## config.mk

```make
export PLATFORM = sky130hd
export DESIGN_NAME = sdram_init_seq
export DESIGN_NICKNAME = d
export VERILOG_FILES = /design/src/rtl/sdram_init_pkg.sv /design/src/rtl/sdram_init_ctrl.sv /design/src/rtl/sdram_init_dp.sv /design/src/rtl/sdram_init_seq.sv
export SDC_FILE = /design/constraint.sdc
export NUM_CORES = 1
export LEC_CHECK = 0
export BUFFER_PORTS_ARGS = -buffer_cell sky130_fd_sc_hd__buf_2
export CELL_PAD_IN_SITES_DETAIL_PLACEMENT = 0
export CELL_PAD_IN_SITES_GLOBAL_PLACEMENT = 1
export CORE_ASPECT_RATIO = 1.75
export CORE_MARGIN = 2
export CORE_UTILIZATION = 40
export CTS_BUF_LIST = sky130_fd_sc_hd__clkbuf_16
export DETAILED_ROUTE_END_ITERATION = 16
export PLACE_DENSITY = 0.74
export SLEW_MARGIN = 20
export SYNTH_ARGS = -nofsm -noshare
export SYNTH_HDL_FRONTEND = slang
export SYNTH_SLANG_ARGS = --single-unit
```

## constraint.sdc

```tcl
create_clock -name clk -period 2.6 [get_ports clk]
set_clock_uncertainty 0.05 [all_clocks]
set_input_delay 0.26 -clock clk [delete_from_list [all_inputs] [get_ports clk]]
set_output_delay 0.26 -clock clk [all_outputs]
set_load 0.02 [all_outputs]
```

## src/rtl/sdram_init_pkg.sv

```systemverilog
`timescale 1ns/1ps
package sdram_init_pkg;

  // {csN, rasN, casN, weN}
  localparam logic [3:0] CMD_NOP = 4'b0111;
  localparam logic [3:0] CMD_PRE = 4'b0010;
  localparam logic [3:0] CMD_REF = 4'b0001;
  localparam logic [3:0] CMD_MRS = 4'b0000;

  typedef enum logic [2:0] {
    ST_SETTLE,
    ST_WAIT_RP,
    ST_WAIT_RC,
    ST_WAIT_MRD,
    ST_DONE
  } seqState_t;

  // Control-to-datapath strobes, at most one active per cycle
  typedef struct packed {
    logic issuePre;
    logic issueRef;
    logic issueMrs;
    logic setDone;
  } seqStrobe_t;

  function automatic int unsigned cyclesFromNs(int unsigned ns, int unsigned mhz);
    int unsigned c;
    c = (ns * mhz + 999) / 1000;
    return (c == 0) ? 1 : c;
  endfunction

  function automatic int unsigned atLeastOne(int unsigned v);
    return (v == 0) ? 1 : v;
  endfunction

  function automatic int unsigned maxOf4(int unsigned a, int unsigned b,
                                         int unsigned c, int unsigned d);
    int unsigned m;
    m = a;
    if (b > m) m = b;
    if (c > m) m = c;
    if (d > m) m = d;
    return m;
  endfunction

endpackage

```

## src/rtl/sdram_init_ctrl.sv

```systemverilog
`timescale 1ns/1ps
module sdram_init_ctrl
  import sdram_init_pkg::*;
(
  input  logic       clk,
  input  logic       rst,
  input  logic       waitDone,
  input  logic       refDone,
  output seqStrobe_t strobe
);

  seqState_t state, stateNext;

  always_ff @(posedge clk) begin
    if (rst) state <= ST_SETTLE;
    else     state <= stateNext;
  end

  always_comb begin
    stateNext = state;
    strobe    = '0;
    unique case (state)
      ST_SETTLE: if (waitDone) begin
        strobe.issuePre = 1'b1;
        stateNext       = ST_WAIT_RP;
      end
      ST_WAIT_RP: if (waitDone) begin
        strobe.issueRef = 1'b1;
        stateNext       = ST_WAIT_RC;
      end
      ST_WAIT_RC: if (waitDone) begin
        if (refDone) begin
          strobe.issueMrs = 1'b1;
          stateNext       = ST_WAIT_MRD;
        end else begin
          strobe.issueRef = 1'b1;
        end
      end
      ST_WAIT_MRD: if (waitDone) begin
        strobe.setDone = 1'b1;
        stateNext      = ST_DONE;
      end
      ST_DONE: stateNext = ST_DONE;
      default: stateNext = ST_SETTLE;
    endcase
  end

  // a single command per cycle
  assert_one_strobe_R2: assert property (@(posedge clk) disable iff (rst)
    $onehot0(strobe));

  // leaving reset always starts from the settling wait
  assert_restart_R10: assert property (@(posedge clk) disable iff (rst)
    $past(rst) |-> state == ST_SETTLE);

  // nothing is issued once finished
  assert_quiet_after_done_R9: assert property (@(posedge clk) disable iff (rst)
    state == ST_DONE |=> strobe == '0);

endmodule

```

## src/rtl/sdram_init_dp.sv

```systemverilog
`timescale 1ns/1ps
module sdram_init_dp
  import sdram_init_pkg::*;
#(
  parameter int unsigned SETTLE_CYC = 20000,
  parameter int unsigned RP_CYC     = 2,
  parameter int unsigned RC_CYC     = 7,
  parameter int unsigned MRD_CYC    = 2,
  parameter int unsigned REFRESHES  = 8,
  parameter int unsigned ADDR_W     = 12,
  parameter int unsigned BANK_W     = 2
) (
  input  logic              clk,
  input  logic              rst,
  input  seqStrobe_t        strobe,
  input  logic [ADDR_W-1:0] modeValue,
  output logic              waitDone,
  output logic              refDone,
  output logic [3:0]        cmdQ,
  output logic [ADDR_W-1:0] addrQ,
  output logic [BANK_W-1:0] baQ,
  output logic              doneQ
);

  localparam int unsigned MAX_CYC = maxOf4(SETTLE_CYC, RP_CYC, RC_CYC, MRD_CYC);
  localparam int unsigned CNT_W   = $clog2(MAX_CYC + 1);
  localparam int unsigned REF_W   = $clog2(REFRESHES + 1);
  localparam int unsigned ALL_BANKS_BIT = 10;

  logic [CNT_W-1:0] waitCnt;
  logic [REF_W-1:0] refCnt;

  // Shared down-counter: loaded with (wait - 1) the cycle a command is issued
  always_ff @(posedge clk) begin
    if (rst)                  waitCnt <= CNT_W'(SETTLE_CYC - 1);
    else if (strobe.issuePre) waitCnt <= CNT_W'(RP_CYC - 1);
    else if (strobe.issueRef) waitCnt <= CNT_W'(RC_CYC - 1);
    else if (strobe.issueMrs) waitCnt <= CNT_W'(MRD_CYC - 1);
    else if (waitCnt != '0)   waitCnt <= waitCnt - 1'b1;
  end
  assign waitDone = (waitCnt == '0);

  always_ff @(posedge clk) begin
    if (rst)                                        refCnt <= '0;
    else if (strobe.issueRef && !refDone)           refCnt <= refCnt + 1'b1;
  end
  assign refDone = (refCnt == REF_W'(REFRESHES));

  // Registered command bus
  always_ff @(posedge clk) begin
    if (rst) begin
      cmdQ  <= CMD_NOP;
      addrQ <= '0;
      baQ   <= '0;
    end else begin
      cmdQ  <= CMD_NOP;
      addrQ <= '0;
      baQ   <= '0;
      if (strobe.issuePre) begin
        cmdQ                 <= CMD_PRE;
        addrQ[ALL_BANKS_BIT] <= 1'b1;
      end else if (strobe.issueRef) begin
        cmdQ <= CMD_REF;
      end else if (strobe.issueMrs) begin
        cmdQ  <= CMD_MRS;
        addrQ <= modeValue;
      end
    end
  end

  always_ff @(posedge clk) begin
    if (rst)                 doneQ <= 1'b0;
    else if (strobe.setDone) doneQ <= 1'b1;
  end

  // precharge closes all banks
  assert_a10_on_precharge_R4: assert property (@(posedge clk) disable iff (rst)
    strobe.issuePre |=> (cmdQ == CMD_PRE) && addrQ[ALL_BANKS_BIT]);

  // no command leaves before its wait is over
  assert_wait_gate_R6: assert property (@(posedge clk) disable iff (rst)
    (strobe.issuePre || strobe.issueRef || strobe.issueMrs || strobe.setDone) |-> waitDone);

  // mode register set only after the full refresh burst
  assert_burst_complete_R7: assert property (@(posedge clk) disable iff (rst)
    strobe.issueMrs |-> refDone);

  // done is sticky
  assert_done_sticky_R9: assert property (@(posedge clk) disable iff (rst)
    doneQ |=> doneQ);

  // bus idles once done
  assert_idle_when_done_R9: assert property (@(posedge clk) disable iff (rst)
    doneQ |=> cmdQ == CMD_NOP);

endmodule

```

## src/rtl/sdram_init_seq.sv

```systemverilog
`timescale 1ns/1ps
module sdram_init_seq
  import sdram_init_pkg::*;
#(
  parameter int unsigned CLK_MHZ   = 100,
  parameter int unsigned SETTLE_US = 200,
  parameter int unsigned TRP_NS    = 20,
  parameter int unsigned TRC_NS    = 70,
  parameter int unsigned TMRD_CYC  = 2,
  parameter int unsigned REFRESHES = 8,
  parameter int unsigned ADDR_W    = 12,
  parameter int unsigned BANK_W    = 2
) (
  input  logic              clk,
  input  logic              rst,
  input  logic [ADDR_W-1:0] modeValue,
  output logic              csN,
  output logic              rasN,
  output logic              casN,
  output logic              weN,
  output logic [ADDR_W-1:0] addr,
  output logic [BANK_W-1:0] ba,
  output logic              cke,
  output logic              dqm,
  output logic              initDone
);

  localparam int unsigned SETTLE_CYC = atLeastOne(SETTLE_US * CLK_MHZ);
  localparam int unsigned RP_CYC     = cyclesFromNs(TRP_NS, CLK_MHZ);
  localparam int unsigned RC_CYC     = cyclesFromNs(TRC_NS, CLK_MHZ);
  localparam int unsigned MRD_CYC    = atLeastOne(TMRD_CYC);

  seqStrobe_t strobe;
  logic       waitDone, refDone;
  logic [3:0] cmdQ;

  sdram_init_ctrl i_ctrl (
    .clk      (clk),
    .rst      (rst),
    .waitDone (waitDone),
    .refDone  (refDone),
    .strobe   (strobe)
  );

  sdram_init_dp #(
    .SETTLE_CYC (SETTLE_CYC),
    .RP_CYC     (RP_CYC),
    .RC_CYC     (RC_CYC),
    .MRD_CYC    (MRD_CYC),
    .REFRESHES  (REFRESHES),
    .ADDR_W     (ADDR_W),
    .BANK_W     (BANK_W)
  ) i_dp (
    .clk       (clk),
    .rst       (rst),
    .strobe    (strobe),
    .modeValue (modeValue),
    .waitDone  (waitDone),
    .refDone   (refDone),
    .cmdQ      (cmdQ),
    .addrQ     (addr),
    .baQ       (ba),
    .doneQ     (initDone)
  );

  assign {csN, rasN, casN, weN} = cmdQ;
  assign cke = 1'b1;
  assign dqm = 1'b1;

endmodule

```

-- After elaboration in Yosys (flattened, before gate mapping)
Cells that the tools add are included.
- register bits: 39
- input bits: 14
- output and inout port bits: 21
- logic and storage cells: 60
- add/sub/neg operators: 2
- equal/unequal tests: 10
- muxes and demuxes: 24
- bitwise logic cells: 1
- reduce and logical (&&, ||, !) cells: 12
- operators with widths (operator ; count):
    $mux 15 ; 4
    $mux 3 ; 8
    $mux 11 ; 2
    $logic_not 15->1 ; 1
    $pmux 3 s5 ; 1
    $reduce_bool 15->1 ; 1
    $sub 15x1->15 const B ; 1
    $ne 2x1->1 const B ; 5
    $reduce_or 4->1 ; 2
    $mux 1 ; 7
    $eq 3x2->1 const B ; 2
    $reduce_and 5->1 ; 1
    $add 4x1->4 const B ; 1
    $eq 4x4->1 const B ; 1
    $reduce_bool 4->1 ; 1
    $eq 3x1->1 const B ; 1
    $eq 3x3->1 const B ; 1
    $logic_not 3->1 ; 1
    $reduce_bool 3->1 ; 1
    $reduce_or 3->1 ; 1
    $mux 2 ; 1
    $pmux 1 s2 ; 1
    $reduce_or 2->1 ; 1
    $logic_and 1x1->1 ; 1
    2 further kinds ; 2

-- Longest topological paths before layout
Gate-level depths: netlist of the first run.
- word-level depth: 7
- depth in mapped cells: 8
- mapped depth without buffers: 6

-- Hierarchy
From an unflattened synthesis of the first run, not the netlist that was laid out.
- cell total of the unflattened synthesis: 183
- area, all modules: 1700.4 µm²
- modules (own cells, without submodules) (module ; instances ; cells each ; area each (µm²) ; seq. area each (µm²)):
    sdram_init_dp ; 1 ; 158 ; 1512.7 ; 700.7
    sdram_init_ctrl ; 1 ; 22 ; 168.9 ; 60.1
    sdram_init_seq ; 1 ; 3 ; 18.8 ; 0.0

-- Least setup slack after synthesis of the first run
OpenSTA, ideal clock, no wires.
- path kind: reg-to-reg
- start point: register i_dp.waitCnt[0]
- end point: register i_dp.waitCnt[2]
- library setup time: 114 ps
- arrival: 1821 ps
- required time: 2436 ps
- slack: 615 ps
- stages on the path, launching flop included: 9
- path buffers: 2
- period minus slack after synthesis: 1985 ps
- cells stage by stage: dfxtp_1 -> inv_1 -> ha_1 -> nor3b_1 -> and4_1 -> buf_2 -> buf_2 -> o21ai_0 -> a21o_1
- longest elaborated chain between the ends: 6
- elaborated cells between the ends (all ways): 13
- those cells by class: add/sub: 1; mux: 9; reduce/logical: 3
- RTL lines (what ; line ; text):
    from (decl) ; sdram_init_dp.sv:30 ; logic [CNT_W-1:0] waitCnt;
    from (signal assigned) ; sdram_init_dp.sv:35 ; if (rst) waitCnt <= CNT_W'(SETTLE_CYC - 1);
    from (signal assigned) ; sdram_init_dp.sv:36 ; else if (strobe.issuePre) waitCnt <= CNT_W'(RP_CYC - 1);
    from (signal assigned) ; sdram_init_dp.sv:37 ; else if (strobe.issueRef) waitCnt <= CNT_W'(RC_CYC - 1);
    branches (longest 6 deep; another with $sub 15x1->15) ; n/a ;
Parallel ways; which one is timed is not known. The select of a mux whose other input is x is not followed.
A chain may end at the register's enable or synchronous reset.

-- Worst setup path after layout of the first run
Same ends and word-level chain as after synthesis.

==> results of run 1 <==
==> power by group through the flow <==
stage          Clock [mW]  Sequential [mW]  Combinational, mW
6_report            0.573            0.592             0.0376
3_3_place_gp            0            0.603             0.0360
4_1_cts             0.586            0.591             0.0379
2_1_floorplan           0            0.603             0.0281
5_1_grt             0.610            0.592             0.0413
3_5_place_dp            0            0.604             0.0377
==> how the worst max path moves through the flow <==
stage / from / end / slack [ns] / depth (start not counted)
finish: i_dp.waitCnt[0] / i_dp.waitCnt[2] / 0.28 / 6
global route: i_dp.waitCnt[0] / i_dp.waitCnt[2] / 0.06 / 6
CTS: i_dp.waitCnt[0] / i_dp.waitCnt[2] / 0.29 / 6
detailed placement: i_dp.waitCnt[0] / i_dp.waitCnt[2] / 0.30 / 6
global placement: i_dp.waitCnt[0] / i_dp.waitCnt[11] / 0.40 / 6
floorplan: i_dp.waitCnt[0] / i_dp.waitCnt[2] / 0.62 / 8
==> flip-flops by register name (all words and copies together) (netlist names) <==
register / cells
i_dp.waitCnt: 15
i_dp.refCnt: 4
i_dp.cmdQ: 3
i_ctrl.state: 3
i_dp.doneQ: 1
i_dp.addrQ: 12
==> synthesized netlist by cell type (2+ instances only) <==
| library cell | count | share of area |
|---|---|---|
| a211o_1 | 2 | 0.011 |
| a211oi_1 | 2 | 0.0091 |
| a21o_1 | 3 | 0.014 |
| a21oi_1 | 14 | 0.042 |
| and2_1 | 11 | 0.042 |
| buf_2 | 5 | 0.015 |
| buf_4 | 5 | 0.023 |
| clkbuf_1 | 3 | 0.0068 |
| conb_1 | 2 | 0.0045 |
| dfxtp_1 | 38 | 0.46 |
| ha_1 | 3 | 0.023 |
| inv_1 | 9 | 0.020 |
| nand2_1 | 15 | 0.034 |
| nand3_1 | 5 | 0.015 |
| nand4_1 | 3 | 0.011 |
| nor2_1 | 11 | 0.025 |
| nor3_1 | 6 | 0.018 |
| nor3b_1 | 2 | 0.0091 |
| nor4_4 | 2 | 0.026 |
| o21ai_0 | 12 | 0.036 |
| o31ai_1 | 4 | 0.018 |
| or3_1 | 6 | 0.023 |
| or4_1 | 4 | 0.018 |
| xnor2_1 | 2 | 0.011 |
| xor2_1 | 3 | 0.016 |
==> cell type report <==
cell class | count | area [um^2] | share of cell area
Clock inverter | 3 | 12.5 | 0.00638
Clock buffer | 5 | 125 | 0.0638
Inverter | 9 | 33.8 | 0.0172
Sequential cell | 38 | 761 | 0.388
Timing Repair Buffer | 33 | 175 | 0.0893
Tap cell | 49 | 61.3 | 0.0313
Multi-Input combinational cell | 127 | 793 | 0.404
==> logic make-up (layout without fill, tap and decap cells) <==
group / count (synthesis) / after routing / synth area share
xor+xnor: 5 / 5 / 0.0265
compound gates: 41 / 41 / 0.151
fa+ha+maj: 3 / 3 / 0.0227
simple gates: 72 / 72 / 0.262
mux: 1 / 1 / 0.00605
buf+inv: 23 / 50 / 0.0673
flops: 38 / 38 / 0.460
other cells: 2 / 5 / 0.00454
==> routing by layer <==
layer | vias up | track usage | wire (um) | part of all wire
met5 | - | 0 | 0 | 0
met4 | 0 | 0.103 | 103 | 0.029
met3 | 8 | 0.0535 | 130 | 0.037
met2 | 27 | 0.324 | 1950 | 0.55
met1 | 658 | 0.180 | 1350 | 0.38
li1 | 695 | - | - | -
==> per-stage QoR <==
stage | cells | area (um^2)
after floorplan | 188 | 1670
after CTS | 264 | 1960
after detailed placement | 256 | 1820
final | 264 | 1960
after global routing | 264 | 1960
after global placement | 256 | 1820
==> results.toml, run 1 <==
[outcome]
status = "completed"

[setup_path]
path_delay_family = "simple AND/OR/NAND/NOR gates"
path_class = "reg2reg"
slowest_delay_ns = 0.61
reg2reg_setup_slack_ns = 0.28
slowest_stage = "and4_1"
cp_data_arrival_time_ns = 2.45
r2r-start = "i_dp.waitCnt[0]"
cp-start-kind = "register"
end_kind = "register"
cp_max_fo = 17
reg2reg_to = "i_dp.waitCnt[2]"
cp_cell_sequence = "inv_1, ha_1, nor3b_1, and4_1, o21ai_0, a21o_1"
crit_required_ns = 2.73
rr_worst_depth = 6
critical_path_buf_inv_count = 1

[grt]
grt_first_pass_wirelength_mm = 6.17
grt_pass1_vias = 1401
antenna_found_initial = 0
grt_max_degree = 18
grt_usage = 0.181
overflow = 0

[layout]
post-route-util = 0.482
n_fill_cell = 423
final_cell_mix = "dfxtp_1 (38), buf_2 (29), nand2_1 (15), a21oi_1 (14), o21ai_0 (12)"
diodes = 0
nNetsFinal = 231
area_growth_pct = 18.6
drive_gt1_frac = 0.200
final_common_cell = "dfxtp_1"

[floorplanning]
die_w_um = 52.6
die_area_um2 = 4690
die_h_um = 89.1
core-area_um2 = 4070
io_pins = 35
initial_core_util = 0.406
num_rows = 31

[sta]
fmax_mhz = 431
setup_tns_ns = 0
max_slew_margin = 0.650
post-route-min-period_ns = 2.32
fin_crit_sh = 0.892
finalHoldWorstSlack_ns = 0.126
rsz0062_at_grt = "false"
setup_viol = 0
worst_pin_slew_ns = 0.526
drv_slew = 0
finalHoldViolations = 0
fin_ws_ns = 0.282

[pwr]
p_seq_frac = 0.492
p_int_mw = 0.947
switching_share = 0.212
switchingPower_mw = 0.255
powerDensity_nw_per_um2 = 613
finalPower_mw = 1.20
vdd_drop_max_mv = 0.445
pwr-share-clk = 0.477
leakagePower_nw = 0.781
pwr-share-comb = 0.031

[routing]
ant_nets = 0
viasPerCell = 5.26
first_pass_iters = 3
wire_per_inst_um = 13.4
vias = 1388
drt_iter0_drc = 46
drt_wl_total_mm = 3.54
drc = 0

[clock_tree]
cts.htree.levels = 2
cts_buffers = 5
clock-sinks = 38
clk_pin_slew_worst_paths_ns = 0.05
cts_hold_buf = 0
tritoncts = "built"
post_cts_resized = 0
worstSkewPairLatency_ns = 0.28
clock_path_buffers = 2
clockRootBuffer = "clkbuf_16"
post_cts_buffers = 0

[place]
dp_hpwl_mm = 2.61
portBuffers = 29
globalplace.congestion = 0.811
pre_cts_ws_ns = 0.302

[hold_path]
hold_path_class = "in2reg"
min_from = "modeValue[2]"
hold_end = "i_dp.addrQ[2]"
hold-path-cell-count = 2

[run]
maxCapViolCount = 0

[synth]
synth-edff-count = 0
syn_area_per_cell_um2 = 8.94
async_flop_share = 0
synth_ff_type = "dfxtp_1"
netlist_area_um2 = 1650
netlist_instances = 185
synthDistinctLibCells = 38
ys_ff_latch = 38
ys_seq_area_frac = 0.460
ys.warnings.count = 0
No activity file was read; power rests on OpenSTA's default activity.
==> run 2: changes to the inputs <==
Settings changed: CORE_UTILIZATION 40 to 36, PLACE_DENSITY 0.74 to 0.7.
Clock period 2.6 ns to 1.97 ns, I/O delays scaled along.
==> results.toml, run 2 (synthesis gave the netlist of run 1 again) <==
[layout]
final_common_cell = "dfxtp_1"
drive_gt1_frac = 0.322
final_cell_mix = "dfxtp_1 (36), buf_2 (29), buf_4 (23), nand2_1 (15), a21oi_1 (13)"
area_growth_pct = 32.8
diodes = 0
largest_reg_flops = 15
nNetsFinal = 253
reg_top3 = "i_dp.waitCnt x15, i_dp.addrQ x12, i_dp.refCnt x4"
regMostFlops = "i_dp.waitCnt"

[setup_path]
slowest_stage = "or4_4"
cp_data_arrival_time_ns = 2.07
reg2reg_to = "i_dp.refCnt[3]"
crit_required_ns = 2.14
path_delay_family = "simple AND/OR/NAND/NOR gates"
cp_cell_sequence = "inv_1, ha_2, and3b_2, or3_4, or4_4, a21oi_2"
path_class = "reg2reg"
reg2reg_setup_slack_ns = 0.07
slowest_delay_ns = 0.49
r2r-start = "i_dp.refCnt[0]"
end_kind = "register"
rr_worst_depth = 6
critical_path_buf_inv_count = 1
cp_max_fo = 7
cp-start-kind = "register"

[place]
globalplace.congestion = 0.781
portBuffers = 29
dp_hpwl_mm = 3.04
pre_cts_ws_ns = -0.109

[sta]
fin_ws_ns = 0.0700
fmax_mhz = 526
finalHoldViolations = 0
drv_slew = 0
rsz0062_at_grt = "false"
fin_crit_sh = 0.964
finalHoldWorstSlack_ns = 0.0672
setup_viol = 0
post-route-min-period_ns = 1.90

[floorplanning]
die_area_um2 = 5170
num_rows = 32
initial_core_util = 0.376
io_pins = 35
die_h_um = 93.7
core-area_um2 = 4400
die_w_um = 55.2

[clock_tree]
clockRootBuffer = "clkbuf_16"
clock-sinks = 38
cts.htree.levels = 2
worstSkewPairLatency_ns = 0.28
clock_path_buffers = 2
clk_pin_slew_worst_paths_ns = 0.06
tritoncts = "built"
cts_hold_buf = 0
cts_buffers = 5

[routing]
first_pass_iters = 4
drt_wl_total_mm = 4.09
drc = 0
vias = 1492
wire_per_inst_um = 14.3
ant_nets = 0
viasPerCell = 5.20
drt_iter0_drc = 17

[hold_path]
hold-path-cell-count = 2
hold_end = "i_dp.addrQ[6]"
hold_path_class = "in2reg"
min_from = "modeValue[6]"

[pwr]
powerDensity_nw_per_um2 = 721
pwr-share-clk = 0.466
p_seq_frac = 0.492
p_int_mw = 1.26
leakagePower_nw = 0.909
vdd_drop_max_mv = 0.592
switching_share = 0.208
switchingPower_mw = 0.329
finalPower_mw = 1.58
pwr-share-comb = 0.042

[run]
maxCapViolCount = 0

[grt]
grt_first_pass_wirelength_mm = 6.69
grt_max_degree = 12
overflow = 0
grt_usage = 0.168
antenna_found_initial = 0
grt_pass1_vias = 1464

[outcome]
status = "completed"
-- run 2: worst max path at each step --
| stage | start | end | slack [ns] | cells past startpoint |
|---|---|---|---|---|
| after floorplan | i_dp.refCnt[0] | i_dp.refCnt[3] | 0.03 | 7 |
| after global placement | i_dp.waitCnt[0] | i_dp.addrQ[10] | -0.05 | 6 |
| after detailed placement | i_dp.waitCnt[0] | i_dp.addrQ[10] | -0.11 | 6 |
| after CTS | i_dp.refCnt[0] | i_dp.refCnt[3] | 0.03 | 6 |
| after global routing | i_dp.waitCnt[11] | i_dp.doneQ | 0.007 | 6 |
| final | i_dp.refCnt[0] | i_dp.refCnt[3] | 0.07 | 6 |
-- run 2: repair_timing --
item,CTS,global route
hold endpoints to repair,0,0
resized for setup,4,13
endpoints found under the setup margin,15,24
pin swaps,2,5
gates cloned,1,0
buffers inserted,2,3
-- run 2: power groups by stage --
stage | combinational (mW) | sequential (mW) | clock [mW]
6_report | 0.0664 | 0.779 | 0.739
5_1_grt | 0.0725 | 0.779 | 0.786
4_1_cts | 0.0627 | 0.778 | 0.757
3_5_place_dp | 0.0613 | 0.795 | 0
2_1_floorplan | 0.0372 | 0.796 | 0
3_3_place_gp | 0.0615 | 0.795 | 0
-- run 2: area by class of cell --
| cell class | count | area, um^2 |
|---|---|---|
| fill | 431 | 2210 |
| multi-input combinational | 128 | 862 |
| sequential | 38 | 763 |
| timing repair buffer | 54 | 340 |
| clock buffer | 5 | 125 |
| tap | 51 | 63.8 |
| inverter | 9 | 33.8 |
| clock inverter | 2 | 7.51 |
-- run 2: metal layers --
layer / routed length [um] / vias to the layer above / track usage
met5: 0 / - / 0
met4: 157 / 0 / 0.0976
met3: 196 / 14 / 0.0468
met2: 2260 / 40 / 0.313
met1: 1480 / 696 / 0.159
li1: - / 742 / -
-- run 2: metrics by stage --
stage	utilization	setup TNS (ns)	std cells	cell area [um^2]
finish	0.499	0	287	2200
global route	0.499	0	287	2200
CTS	0.483	0	284	2130
detailed placement	0.443	-0.184	274	1950
global placement	0.443	-0.0613	274	1950
floorplan	-	0	188	1670
